`src/rtl/hdlc_fcs_pkg.sv`:
```
package hdlc_fcs_pkg;

    localparam int BYTE_W  = 8;
    localparam int CRC_W   = 32;
    localparam int NARROW_W = 16;

    localparam logic [NARROW_W-1:0] POLY_NARROW = 16'h8408;
    localparam logic [CRC_W-1:0]    POLY_WIDE   = 32'hEDB88320;
    localparam logic [CRC_W-1:0]    PRESET_NARROW = 32'h0000FFFF;
    localparam logic [CRC_W-1:0]    PRESET_WIDE   = 32'hFFFFFFFF;
    localparam logic [CRC_W-1:0]    RESID_NARROW  = 32'h0000F0B8;
    localparam logic [CRC_W-1:0]    RESID_WIDE    = 32'hDEBB20E3;

    typedef enum logic {
        FCS_NARROW = 1'b0,
        FCS_WIDE   = 1'b1
    } fcs_mode_e;

    typedef struct packed {
        logic            active;
        fcs_mode_e       mode;
        logic [CRC_W-1:0] crc;
    } fcs_state_t;

    typedef struct packed {
        logic ok;
        logic err;
    } fcs_verdict_t;

    function automatic logic [CRC_W-1:0] preset_of(fcs_mode_e m);
        return (m == FCS_WIDE) ? PRESET_WIDE : PRESET_NARROW;
    endfunction

    function automatic logic [CRC_W-1:0] residue_of(fcs_mode_e m);
        return (m == FCS_WIDE) ? RESID_WIDE : RESID_NARROW;
    endfunction

endpackage

```
`src/rtl/fcs_byte_update.sv`:
```
module fcs_byte_update #(
    parameter int             W    = 16,
    parameter logic [W-1:0]   POLY = '0
) (
    input  logic [W-1:0] crc_in,
    input  logic [7:0]   byte_in,
    output logic [W-1:0] crc_out
);
    logic [W-1:0] work;

    always_comb begin
        work = crc_in;
        for (int i = 0; i < 8; i++) begin
            if (work[0] ^ byte_in[i])
                work = (work >> 1) ^ POLY;
            else
                work = work >> 1;
        end
        crc_out = work;
    end
endmodule

```
`src/rtl/fcs_frame_ctrl.sv`:
```
module fcs_frame_ctrl
    import hdlc_fcs_pkg::*;
(
    input  logic                clk,
    input  logic                rst,
    input  logic                mode_sel,
    input  logic                sof,
    input  logic                eof,
    input  logic                data_valid,
    input  logic                abort,
    input  logic [NARROW_W-1:0] upd_narrow,
    input  logic [CRC_W-1:0]    upd_wide,
    output logic [CRC_W-1:0]    base_crc,
    output logic                fire,
    output logic                good,
    output logic                frame_active,
    output fcs_mode_e           frame_mode
);
    fcs_state_t        st_q;
    logic              start;
    logic              accept;
    fcs_mode_e         mode_eff;
    logic [CRC_W-1:0]  crc_nxt;

    always_comb begin
        start    = data_valid && sof && !abort;
        accept   = data_valid && !abort && (start || st_q.active);
        mode_eff = start ? fcs_mode_e'(mode_sel) : st_q.mode;
        base_crc = start ? preset_of(mode_eff) : st_q.crc;
        crc_nxt  = (mode_eff == FCS_WIDE) ? upd_wide
                                          : {{(CRC_W-NARROW_W){1'b0}}, upd_narrow};
        fire     = accept && eof;
        good     = (crc_nxt == residue_of(mode_eff));
    end

    always_ff @(posedge clk) begin
        if (rst) begin
            st_q.active <= 1'b0;
            st_q.mode   <= FCS_NARROW;
            st_q.crc    <= '0;
        end else if (abort) begin
            st_q.active <= 1'b0;
        end else if (accept) begin
            st_q.crc    <= crc_nxt;
            st_q.active <= !eof;
            if (start)
                st_q.mode <= mode_eff;
        end
    end

    assign frame_active = st_q.active;
    assign frame_mode   = st_q.mode;
endmodule

```
`src/rtl/fcs_verdict.sv`:
```
module fcs_verdict
    import hdlc_fcs_pkg::*;
(
    input  logic clk,
    input  logic rst,
    input  logic fire,
    input  logic good,
    output logic crc_ok,
    output logic crc_err
);
    fcs_verdict_t v_q;

    always_ff @(posedge clk) begin
        if (rst) begin
            v_q <= '0;
        end else begin
            v_q.ok  <= fire && good;
            v_q.err <= fire && !good;
        end
    end

    assign crc_ok  = v_q.ok;
    assign crc_err = v_q.err;
endmodule

```
`src/rtl/hdlc_fcs_check.sv`:
```
module hdlc_fcs_check
    import hdlc_fcs_pkg::*;
(
    input  logic       clk,
    input  logic       rst,
    input  logic       mode_sel,
    input  logic       sof,
    input  logic       eof,
    input  logic       data_valid,
    input  logic [7:0] data_in,
    input  logic       abort,
    output logic       crc_ok,
    output logic       crc_err
);
    logic [CRC_W-1:0]    base_crc;
    logic [NARROW_W-1:0] upd_narrow;
    logic [CRC_W-1:0]    upd_wide;
    logic                fire;
    logic                good;
    logic                frame_active;
    fcs_mode_e           frame_mode;

    fcs_byte_update #(.W(NARROW_W), .POLY(POLY_NARROW)) u_upd_narrow (
        .crc_in  (base_crc[NARROW_W-1:0]),
        .byte_in (data_in),
        .crc_out (upd_narrow)
    );

    fcs_byte_update #(.W(CRC_W), .POLY(POLY_WIDE)) u_upd_wide (
        .crc_in  (base_crc),
        .byte_in (data_in),
        .crc_out (upd_wide)
    );

    fcs_frame_ctrl u_ctrl (
        .clk          (clk),
        .rst          (rst),
        .mode_sel     (mode_sel),
        .sof          (sof),
        .eof          (eof),
        .data_valid   (data_valid),
        .abort        (abort),
        .upd_narrow   (upd_narrow),
        .upd_wide     (upd_wide),
        .base_crc     (base_crc),
        .fire         (fire),
        .good         (good),
        .frame_active (frame_active),
        .frame_mode   (frame_mode)
    );

    fcs_verdict u_verdict (
        .clk     (clk),
        .rst     (rst),
        .fire    (fire),
        .good    (good),
        .crc_ok  (crc_ok),
        .crc_err (crc_err)
    );
endmodule

```
`config.mk`:
```
export PLATFORM = sky130hd
export DESIGN_NAME = hdlc_fcs_check
export DESIGN_NICKNAME = d
export VERILOG_FILES = /design/src/rtl/hdlc_fcs_pkg.sv /design/src/rtl/fcs_byte_update.sv /design/src/rtl/fcs_frame_ctrl.sv /design/src/rtl/fcs_verdict.sv /design/src/rtl/hdlc_fcs_check.sv
export SDC_FILE = /design/constraint.sdc
export NUM_CORES = 1
export LEC_CHECK = 0
export ABC_AREA = 1
export BUFFER_PORTS_ARGS = -buffer_cell sky130_fd_sc_hd__buf_2
export CORE_UTILIZATION = 30
export CTS_BUF_LIST = sky130_fd_sc_hd__clkbuf_2 sky130_fd_sc_hd__clkbuf_4 sky130_fd_sc_hd__clkbuf_8
export DETAILED_ROUTE_END_ITERATION = 10
export PLACE_DENSITY = 0.43
export SKIP_LAST_GASP = 1
export SYNTH_ARGS = -nofsm -noshare
export SYNTH_HDL_FRONTEND = slang
export SYNTH_SLANG_ARGS = --single-unit
export TNS_END_PERCENT = 20
```
`constraint.sdc`:
```
create_clock -name clk -period 1.8 [get_ports clk]
set_input_delay 0.36 -clock clk [delete_from_list [all_inputs] [get_ports clk]]
set_output_delay 0.36 -clock clk [all_outputs]
set_load 0.05 [all_outputs]
```
==> results of run 1 <==
## cell type report
type | count | area (um^2)
Multi-Input combinational cell | 477 | 2980
Timing Repair Buffer | 179 | 1500
Sequential cell | 36 | 722
Fill cell | 1109 | 5210
Clock buffer | 6 | 76.3
Inverter | 59 | 234
Clock inverter | 2 | 35.0
Tap cell | 140 | 175
## stage by stage
stage          hold WS [ps]  setup slack (ps)  setup TNS [ps]  instance area [um^2]  std cells
2_1_floorplan           439             -81.3            -155                  3410        589
3_3_place_gp            453              -645          -10220                  4580        854
3_5_place_dp            456              -670          -10530                  4580        854
4_1_cts                 280              -221            -764                  4750        868
5_1_grt                 274              -362           -3720                  5720        899
6_report                271              -252           -1530                  5720        899
## flip-flops by register name, indices dropped and copies added (netlist names)
| register | cells |
|---|---|
| u_ctrl.frame_active | 1 |
| u_ctrl.frame_mode | 1 |
| u_ctrl.st_q | 32 |
| u_verdict.crc_err | 1 |
| u_verdict.crc_ok | 1 |
## worst register-to-register path, cell delays in order, from the launching register on
cell and delay [ps]:
sky130_fd_sc_hd__dfxtp_2 330, sky130_fd_sc_hd__inv_2 120, sky130_fd_sc_hd__nand2_4 90, sky130_fd_sc_hd__nand2_4 70, sky130_fd_sc_hd__nand2_4 70, sky130_fd_sc_hd__buf_6 130, sky130_fd_sc_hd__nand2_4 90, sky130_fd_sc_hd__nand2_4 80
sky130_fd_sc_hd__buf_6 130, sky130_fd_sc_hd__xor2_2 160, sky130_fd_sc_hd__nand2_1 60, sky130_fd_sc_hd__nand2_1 60, sky130_fd_sc_hd__nor2_2 120, sky130_fd_sc_hd__nand2_1 70, sky130_fd_sc_hd__nor2_2 100, sky130_fd_sc_hd__nand2_1 70
sky130_fd_sc_hd__nor2_2 100, sky130_fd_sc_hd__nand2_1 70, sky130_fd_sc_hd__nor2_2 60
## cells in the final DEF, fill, tap and decap left out, types with 3 or more instances in the layout
master	count
sky130_fd_sc_hd__nand3_1	41
sky130_fd_sc_hd__a21oi_2	3
sky130_fd_sc_hd__a21oi_1	26
sky130_fd_sc_hd__nand2_4	40
sky130_fd_sc_hd__inv_2	11
sky130_fd_sc_hd__buf_12	7
sky130_fd_sc_hd__inv_1	43
sky130_fd_sc_hd__o21ai_0	17
sky130_fd_sc_hd__clkbuf_8	5
sky130_fd_sc_hd__nand3_2	20
sky130_fd_sc_hd__nand2_8	6
sky130_fd_sc_hd__buf_4	141
sky130_fd_sc_hd__inv_4	5
sky130_fd_sc_hd__xor2_1	8
sky130_fd_sc_hd__nor2_2	5
sky130_fd_sc_hd__dfxtp_1	35
sky130_fd_sc_hd__nand3_4	8
sky130_fd_sc_hd__nand2_1	186
sky130_fd_sc_hd__nand2_2	59
sky130_fd_sc_hd__a31oi_1	5
sky130_fd_sc_hd__xnor2_2	3
sky130_fd_sc_hd__o21ai_1	4
sky130_fd_sc_hd__nor2_1	20
sky130_fd_sc_hd__xor2_2	5
sky130_fd_sc_hd__buf_6	14
sky130_fd_sc_hd__o211ai_1	3
sky130_fd_sc_hd__buf_2	13
## logic make-up (layout without fill, tap and decap cells)
group	count (synthesis)	count (layout)
buf+inv	77	246
flops	36	36
compound gates	62	62
simple gates	395	396
xor+xnor	19	19
## per-layer routing
| metal | vias to the layer above | share of wire (%) | track usage, % | wire length [um] |
|---|---|---|---|---|
| met5 | - | 0 | 0 | 0 |
| met4 | 0 | 2.1 | 7.43 | 295 |
| met2 | 82 | 49 | 39.8 | 6700 |
| li1 | 2198 | - | - | - |
| met1 | 2007 | 45 | 30.9 | 6240 |
| met3 | 17 | 4.0 | 4.34 | 548 |
## power by group through the flow
stage | Sequential [mW] | Clock (mW) | Combinational (mW)
global route | 0.820 | 0.848 | 2.15
floorplan | 0.834 | 0 | 0.791
finish | 0.818 | 0.787 | 1.98
global placement | 0.835 | 0 | 1.52
CTS | 0.817 | 0.809 | 1.55
detailed placement | 0.836 | 0 | 1.52
## timing repair
| action | 4_1_cts | 5_1_grt |
|---|---|---|
| gates resized for setup | 3 | 172 |
| buffers inserted | 6 | 28 |
| pin swaps | 6 | 55 |
| cloned | 0 | 3 |
| setup endpoints to repair | 14 | 28 |
## path summary, 6_finish.rpt
path              cells after the start             endpoint  slack (ps)
setup / recovery                     20     u_verdict.crc_ok        -250
hold / removal                        3  u_ctrl.frame_active         270
setup reg to reg                     18     u_verdict.crc_ok        -220
hold reg to reg                       2      u_ctrl.st_q[17]         470
==> flow_summary.json, run 1 <==
{
  "initial_drt_markers": 184,
  "crit_path_max_incr_delay_ps": 170,
  "remaining_drc_errors": 0,
  "worstReg2RegStart": "u_ctrl.st_q[4]",
  "num_vias": 4304,
  "final.min_clock_period_ps": 2050,
  "hold_viol_final": 0,
  "syn-cell-area_mm2": 0.00341,
  "powerDensity_mw_per_mm2": 627,
  "grt_antenna_before_repair": 0,
  "cts-buffers-inserted": 5,
  "critPathKind": "in -> reg",
  "synthXorXnorAreaFrac_pct": 5.32,
  "num-nets-final": 773,
  "detail_route.wl_per_cell_um": 15.3,
  "floorplan.rows": 38,
  "max_cap_violations": 0,
  "place_hpwl_um": 10200,
  "post_synth_fa_ha_maj_area_fraction_pct": 0,
  "grt_use_total_pct": 23.9,
  "cp_data_arrival_time_ps": 2330,
  "cp-start-kind": "primary input",
  "worst-path-buf-inv": 4,
  "synth-compound-area-share_pct": 9.65,
  "initial_utilization_pct": 31.2,
  "dr.pass1.iters": 5,
  "finish.utilization_pct": 52.3,
  "gr-total-overflow": 0,
  "largest_delay_contributor_family_on_the_critical_path": "simple AND/OR/NAND/NOR gates",
  "clock_sink_count": 36,
  "async_reset_ff_share_pct": 0,
  "swShare_pct": 39.7,
  "drive_gt1_share_pct": 47.6,
  "hold_path_class": "in -> reg",
  "io_pins": 17,
  "synth_fp_nets": 604,
  "synth_simple_gate_area_share_pct": 54.1,
  "worstPathRequired_ps": 2080,
  "timing.fmax_ghz": 0.487,
  "outcome": "finished with violations",
  "tritoncts_clock_tree": "yes",
  "routed_wl_um": 13800,
  "synthesis.instances": 589,
  "path_cells": "buf_8 -> nand3_4 -> buf_6 -> nand2_4 -> nand2_4 -> nand2_4 -> buf_6 -> nand2_4 -> nand2_4 -> buf_6 -> xor2_2 -> nand2_1 -> nand2_1 -> nor2_2 -> nand2_1 -> nor2_2 -> nand2_1 -> nor2_2 -> nand2_1 -> nor2_2",
  "cts_max_path_buffers": 2,
  "io_buffers": 16,
  "synth_top_area_share_pct": 26.2,
  "flow.area_growth_from_synthesis_pct": 67.8,
  "cts.root.buffer_cell": "sky130_fd_sc_hd__clkbuf_8",
  "power_frac_comb_pct": 55.3,
  "die_h_um": 109,
  "clock-skew-final_ps": 19.5,
  "crit_path_top_delay_cell": "sky130_fd_sc_hd__nand3_4",
  "vias_in_the_first_global_route": 4021,
  "synth_top_family_by_area": "simple AND/OR/NAND/NOR gates",
  "ys_dominant_reg_cell": "sky130_fd_sc_hd__dfxtp_1",
  "worst_setup_hold_path_clk_slew_ps": 90,
  "post-layout-total-power_mw": 3.59,
  "die_area_mm2": 0.0118,
  "hold_buffers": 0,
  "synth-edff-count": 0,
  "clock_insertion_delay_worst_skew_ps": 330,
  "crit_start": "sof",
  "drv_slew": 0,
  "cts_htree_levels": 2,
  "total_switching_power_mw": 1.42,
  "antenna_cells": 0,
  "min_from": "abort",
  "die-width_um": 109,
  "crit_path_max_fanout": 6,
  "gp_routability_congestion": 0.942,
  "first_pass_grt_wire_length_um": 20900,
  "synth.most_common_cell": "sky130_fd_sc_hd__nand2_1",
  "routed_via_density": 4.79,
  "p_leak_nw": 2.96,
  "slew-limit-headroom_pct": 64.0,
  "route.antenna.remaining_nets": 0,
  "finalCritPeriodShare_pct": 114,
  "ys_top_cells_by_area": "sky130_fd_sc_hd__nand2_1 26%, sky130_fd_sc_hd__dfxtp_1 21%, sky130_fd_sc_hd__nand3_1 9.7%",
  "internal_power_mw": 2.16,
  "fin_ws_ps": -252,
  "worst_vdd_rail_ir_drop_mv": 0.398,
  "synth_sequential_area_ratio_pct": 21.1,
  "synthMuxAreaShare_pct": 0,
  "grt_start_max_net_pins": 21,
  "setup.worst_path.end_class": "register",
  "synth_top_cell_by_area": "sky130_fd_sc_hd__nand2_1",
  "rsz0062_at_grt": "true",
  "synth.distinct_cells": 32,
  "clock_network_fraction_of_total_power_pct": 21.9,
  "ys_top_cells_by_count": "238 x sky130_fd_sc_hd__nand2_1, 66 x sky130_fd_sc_hd__nand3_1, 51 x sky130_fd_sc_hd__inv_1, 36 x sky130_fd_sc_hd__dfxtp_1, 36 x sky130_fd_sc_hd__nand2_2",
  "synth-seq-cells": 36,
  "failing_checks": "negative setup slack",
  "syn_avg_cell_area_um2": 5.79,
  "core_area_mm2": 0.0109,
  "yosysWarnings": 0,
  "p_seq_share_pct": 22.8,
  "tightest_slew_ps": 539,
  "setup_viol_count_final": 16
}
No activity file was read; power rests on OpenSTA's default activity.
==> run 2: changes to the inputs <==
SETUP_SLACK_MARGIN = 0.1   (was unset)
==> run 2 against run 1 <==
The flow still finishes with violations (negative setup slack); register-to-register slack worse by 20 ps; global-route usage up 1.7 points; non-clock buffer count shrank 3; sequential share of layout area is 0.13 points lower; worst hold slack gained 32 ps; sequential cell count is the same; first-iteration DRC count is 30% higher; combinational power increased by 2%; cell area up 0.87%; critical path type unchanged; largest power group unchanged.
==> flow_summary.json, run 2 (same netlist as run 1, synthesis figures left out) <==
{
  "route.antenna.remaining_nets": 0,
  "final_cell_mix": "192 x sky130_fd_sc_hd__nand2_1, 133 x sky130_fd_sc_hd__buf_4, 57 x sky130_fd_sc_hd__nand2_2",
  "powerDensity_mw_per_mm2": 626,
  "total_switching_power_mw": 1.45,
  "path_cells": "buf_8 -> inv_6 -> nand3_4 -> buf_12 -> nand2_8 -> nand2_4 -> nand2_8 -> buf_6 -> nand2_2 -> nand2_1 -> nand2_1 -> nand2_2 -> nand3_2 -> nand2_1 -> inv_2 -> nor2_2 -> nand2_1 -> nor2_1 -> nand3_1 -> nand2_1 -> nand2_1 -> nor2_2",
  "layout.cells.non_filler": 897,
  "setup.reg_to_reg.worst_slack_ps": -240,
  "post-layout-total-power_mw": 3.62,
  "floorplan.rows": 38,
  "postPlaceCellArea_mm2": 0.00453,
  "tritoncts_clock_tree": "yes",
  "clock-skew-final_ps": 6.65,
  "final.min_clock_period_ps": 2130,
  "grt_antenna_before_repair": 0,
  "cts.root.buffer_cell": "sky130_fd_sc_hd__clkbuf_8",
  "setup.worst_path.end_class": "register",
  "num_vias": 4335,
  "p_leak_nw": 2.95,
  "worst_slack_at_placement_ps": -749,
  "worst_vdd_rail_ir_drop_mv": 0.377,
  "postLayoutCellArea_mm2": 0.00577,
  "remaining_drc_errors": 0,
  "largest_register_ffs": 32,
  "r2r-end": "u_verdict.crc_ok",
  "die_h_um": 109,
  "io_buffers": 16,
  "p_seq_share_pct": 22.6,
  "drive_gt1_share_pct": 46.4,
  "cts-buffers-inserted": 5,
  "layout_commonest_cell": "sky130_fd_sc_hd__nand2_1",
  "worstReg2RegStart": "u_ctrl.st_q[0]",
  "initial_drt_markers": 239,
  "cts_max_path_buffers": 2,
  "hold_viol_final": 0,
  "num-nets-final": 771,
  "worst-path-buf-inv": 5,
  "tightest_slew_ps": 567,
  "place_hpwl_um": 9970,
  "routed_via_density": 4.83,
  "area_occupied_by_multi_input_gates_mm2": 0.00296,
  "rsz0062_at_grt": "true",
  "final-seq-area_um2": 721,
  "met3_usage_pct": 3.74,
  "power_frac_comb_pct": 55.9,
  "worstPathRequired_ps": 2050,
  "worst_setup_hold_path_clk_slew_ps": 80,
  "initial_utilization_pct": 31.2,
  "timing.fmax_ghz": 0.469,
  "first_pass_grt_wire_length_um": 22200,
  "min_from": "abort",
  "internal_power_mw": 2.17,
  "critical_path.most_common_cell": "sky130_fd_sc_hd__nand2_1",
  "reg2regPathDepth": 18,
  "finish.utilization_pct": 52.8,
  "groute.layer.met1.usage_pct": 33.3,
  "vias_in_the_first_global_route": 4176,
  "clock_insertion_delay_worst_skew_ps": 310,
  "crit_path_top_delay_cell": "sky130_fd_sc_hd__buf_12",
  "max_cap_violations": 0,
  "core_area_mm2": 0.0109,
  "setup_viol_count_final": 20,
  "clock_sink_count": 36,
  "hold_path_depth": 3,
  "placed_cells": 844,
  "crit_path_max_incr_delay_ps": 220,
  "final.fill_count": 1101,
  "critPathKind": "in -> reg",
  "swShare_pct": 40.1,
  "dr.pass1.iters": 4,
  "top_usage_layer": "met2",
  "crit_path_max_fanout": 8,
  "gp_routability_congestion": 0.880,
  "cp-start-kind": "primary input",
  "antenna_cells": 0,
  "detail_route.wl_per_cell_um": 16.2,
  "outcome": "finished with violations",
  "io_pins": 17,
  "slew-limit-headroom_pct": 62.1,
  "largest_delay_contributor_family_on_the_critical_path": "simple AND/OR/NAND/NOR gates",
  "flow.area_growth_from_synthesis_pct": 69.3,
  "finalCritPeriodShare_pct": 119,
  "grt_start_max_net_pins": 30,
  "fin_ws_ps": -334,
  "gr-total-overflow": 0,
  "drv_slew": 0,
  "clock_network_fraction_of_total_power_pct": 21.5,
  "die_area_mm2": 0.0118,
  "grt_use_total_pct": 25.6,
  "die-width_um": 109,
  "top_register": "u_ctrl.st_q",
  "failing_checks": "negative setup slack",
  "cts_htree_levels": 2,
  "routed_wl_um": 14500,
  "min_delay_worst_endpoint": "u_ctrl.frame_active",
  "cp_data_arrival_time_ps": 2390,
  "hold_path_class": "in -> reg",
  "met2_usage_pct": 42.4
}
[run 2: cell count changes in the layout (fill, tap and decap cells not counted), sizes merged]
cell / change
buf: -2
bufbuf: +1
clkbuf: -3
clkinv: +1
clkinvlp: +1
[run 2: timing repair]
item / 4_1_cts / 5_1_grt
buffers inserted: 19 / 21
setup endpoints to repair: 23 / 35
gates resized for setup: 81 / 81
endpoints found under the hold margin: 0 / 0
pin swaps: 24 / 45
cloned: 6 / 0
hold buffers: 0 / 0
[run 2: how the worst max path moves through the flow]
stage | from | endpoint | slack, ps | cells past startpoint
after floorplan | abort | u_verdict.crc_ok | -50 | 19
after global placement | abort | u_verdict.crc_ok | -740 | 21
after detailed placement | abort | u_verdict.crc_ok | -750 | 21
after CTS | abort | u_verdict.crc_ok | -250 | 22
after global routing | abort | u_verdict.crc_ok | -510 | 22
final | abort | u_verdict.crc_ok | -330 | 22
[run 2: power by group through the flow]
stage | sequential, mW | combinational, mW | clock, mW
global placement | 0.835 | 1.48 | 0
global route | 0.819 | 2.18 | 0.822
floorplan | 0.834 | 0.802 | 0
CTS | 0.817 | 1.76 | 0.804
detailed placement | 0.835 | 1.48 | 0
finish | 0.817 | 2.02 | 0.778
[run 2: through the flow]
stage                     hold WS, ps  setup TNS [ps]
final                             303           -2370
after global routing              299           -5260
after CTS                         283           -1080
after detailed placement          456          -10910
after global placement            453          -10040
after floorplan                   439           -99.2
[run 2: layout make-up]
type	instances	share of cell area, %
Inverter	59	4.23
Clock buffer	5	1.19
Tap cell	140	3.03
Sequential cell	36	12.5
Timing Repair inverter	1	0.108
Timing Repair Buffer	176	26.9
Multi-Input combinational cell	477	51.3
Clock inverter	3	0.737
[run 2: per-layer routing]
metal	part of all wire, %	vias to the layer above
li1	-	2196
met1	47	2017
met2	47	89
met3	3.3	33
met4	2.7	0
met5	0	-
[run 2: worst register-to-register path, cell delays in order (launching register included)]
cell and delay (ps):
sky130_fd_sc_hd__dfxtp_1 320, sky130_fd_sc_hd__inv_2 140, sky130_fd_sc_hd__nand3_2 150, sky130_fd_sc_hd__nand2_8 160, sky130_fd_sc_hd__buf_6 120, sky130_fd_sc_hd__nand2_2 50
sky130_fd_sc_hd__nand2_1 60, sky130_fd_sc_hd__nand2_1 70, sky130_fd_sc_hd__nand2_2 120, sky130_fd_sc_hd__nand3_2 70, sky130_fd_sc_hd__nand2_1 70, sky130_fd_sc_hd__inv_2 50
sky130_fd_sc_hd__nor2_2 110, sky130_fd_sc_hd__nand2_1 60, sky130_fd_sc_hd__nor2_1 110, sky130_fd_sc_hd__nand3_1 90, sky130_fd_sc_hd__nand2_1 90, sky130_fd_sc_hd__nand2_1 60
sky130_fd_sc_hd__nor2_2 70
==> run 3: changes to the inputs <==
CAP_MARGIN = 20   (was unset)
HOLD_SLACK_MARGIN = 0.1   (was unset)
REMOVE_ABC_BUFFERS = 1   (was unset)
==> run 3 against run 2 <==
The flow still finishes with violations (negative setup slack); clock power shrank 2%; die area is the same; utilization shrank 8.3 points; first-iteration DRC count grew 31%; via count shrank 5.0%; critical path depth shrank 3.
==> flow_summary.json, run 3 (same netlist as run 1, synthesis figures left out) <==
{
  "grt_start_max_net_pins": 30,
  "die_h_um": 109,
  "p_seq_share_pct": 25.6,
  "dr.pass1.iters": 4,
  "cts_max_path_buffers": 2,
  "layout_commonest_cell": "sky130_fd_sc_hd__nand2_1",
  "detail_route.wl_per_cell_um": 15.2,
  "internal_power_mw": 1.97,
  "io_buffers": 16,
  "floorplan.rows": 38,
  "gr-total-overflow": 0,
  "clock-skew-final_ps": 9.21,
  "failing_checks": "negative setup slack",
  "rsz0062_at_grt": "true",
  "met3_usage_pct": 2.95,
  "clock_network_fraction_of_total_power_pct": 24.0,
  "initial_drt_markers": 314,
  "remaining_drc_errors": 0,
  "tightest_slew_ps": 561,
  "tritoncts_clock_tree": "yes",
  "initial_utilization_pct": 31.2,
  "clock_insertion_delay_worst_skew_ps": 320,
  "worstPathRequired_ps": 2070,
  "cts_htree_levels": 2,
  "core_area_mm2": 0.0109,
  "num_vias": 4117,
  "slew-limit-headroom_pct": 62.6,
  "cp-start-kind": "primary input",
  "num-nets-final": 740,
  "hold_path_class": "in -> reg",
  "setup_viol_count_final": 24,
  "swShare_pct": 38.4,
  "setup.worst_path.end_class": "register",
  "finalCritPeriodShare_pct": 119,
  "routed_via_density": 4.75,
  "worst_setup_hold_path_clk_slew_ps": 80,
  "grt_use_total_pct": 23.2,
  "powerDensity_mw_per_mm2": 656,
  "final.fill_count": 1221,
  "finish.utilization_pct": 44.5,
  "hold_viol_final": 0,
  "top_usage_layer": "met2",
  "place_hpwl_um": 10200,
  "p_leak_nw": 2.57,
  "groute.layer.met1.usage_pct": 30.4,
  "cts.root.buffer_cell": "sky130_fd_sc_hd__clkbuf_8",
  "drv_slew": 0,
  "max_cap_violations": 0,
  "antenna_cells": 0,
  "outcome": "finished with violations",
  "gp_routability_congestion": 0.921,
  "grt_antenna_before_repair": 0,
  "largest_register_ffs": 32,
  "crit_path_max_fanout": 11,
  "drive_gt1_share_pct": 34.2,
  "total_switching_power_mw": 1.23,
  "cts-buffers-inserted": 5,
  "cp_data_arrival_time_ps": 2410,
  "timing.fmax_ghz": 0.466,
  "critPathKind": "in -> reg",
  "fin_ws_ps": -344,
  "io_pins": 17,
  "worst_slack_at_placement_ps": -692,
  "first_pass_grt_wire_length_um": 20100,
  "power_frac_comb_pct": 50.4,
  "flow.area_growth_from_synthesis_pct": 42.8,
  "route.antenna.remaining_nets": 0,
  "die_area_mm2": 0.0118,
  "final.min_clock_period_ps": 2140,
  "top_register": "u_ctrl.st_q",
  "final_cell_mix": "225 x sky130_fd_sc_hd__nand2_1, 122 x sky130_fd_sc_hd__buf_4, 63 x sky130_fd_sc_hd__nand3_1",
  "met2_usage_pct": 38.3,
  "worst_vdd_rail_ir_drop_mv": 0.292,
  "die-width_um": 109,
  "post-layout-total-power_mw": 3.19,
  "vias_in_the_first_global_route": 3751,
  "clock_sink_count": 36,
  "routed_wl_um": 13200,
  "fin_setup_tns_ps": -3230,
  "setup.reg_to_reg.worst_slack_ps": -260
}
==> run 3: power groups by stage <==
stage               registers, mW  clock network, mW  logic [mW]
floorplan                   0.834                  0       0.764
global placement            0.835                  0        1.49
detailed placement          0.836                  0        1.49
CTS                         0.817              0.795        1.51
global route                0.819              0.822        1.77
finish                      0.818              0.765        1.61
==> run 3: final timing paths <==
| check | start | depth (start not counted) | endpoint |
|---|---|---|---|
| setup / recovery | abort | 19 | u_verdict.crc_ok |
| hold / removal | abort | 3 | u_ctrl.frame_active |
| setup reg to reg | u_ctrl.st_q[3] | 16 | u_verdict.crc_ok |
| hold reg to reg | u_ctrl.st_q[24] | 2 | u_ctrl.st_q[24] |
==> run 3: worst max-delay path, cell delays in order <==
cell and delay, ps:
sky130_fd_sc_hd__buf_2 110, sky130_fd_sc_hd__inv_2 70, sky130_fd_sc_hd__nand3_4 130, sky130_fd_sc_hd__clkbuf_16 220, sky130_fd_sc_hd__nand2_4 70, sky130_fd_sc_hd__nand2_2 60
sky130_fd_sc_hd__nand2_4 130, sky130_fd_sc_hd__buf_4 130, sky130_fd_sc_hd__buf_4 100, sky130_fd_sc_hd__nand3_1 130, sky130_fd_sc_hd__nand2_2 110, sky130_fd_sc_hd__nand3_1 60
sky130_fd_sc_hd__nand2_1 90, sky130_fd_sc_hd__nand2_1 70, sky130_fd_sc_hd__nor3_2 220, sky130_fd_sc_hd__nand3_1 120, sky130_fd_sc_hd__nand2_1 100, sky130_fd_sc_hd__nand2_1 60
sky130_fd_sc_hd__nor2_2 60
==> run 3: what timing repair did <==
action,in CTS,in global routing
setup buffers,2,9
cloned,0,2
gates resized for setup,6,32
endpoints found under the setup margin,27,33
pin swaps,1,19
hold buffers,0,0
==> run 3: final cells by class <==
type                            count  area, um^2  share of cell area [%]
Multi-Input combinational cell    476        2480                    50.9
Timing Repair Buffer              147        1160                    23.8
Sequential cell                    36         721                    14.8
Inverter                           59         224                    4.60
Tap cell                          140         175                    3.60
Clock buffer                        6        76.3                    1.57
Clock inverter                      2        35.0                   0.720
==> run 3: per-layer routing <==
layer	vias up	routed length, um
li1	2131	-
met1	1914	6220
met2	53	6220
met3	19	380
met4	0	364
met5	-	0
==> run 3: stage by stage <==
step | instance area (um^2) | hold WS (ps) | cells
CTS | 4620 | 296 | 855
detailed placement | 4480 | 459 | 845
global placement | 4480 | 455 | 845
finish | 4870 | 310 | 866
floorplan | 3300 | 429 | 571
global route | 4870 | 313 | 866
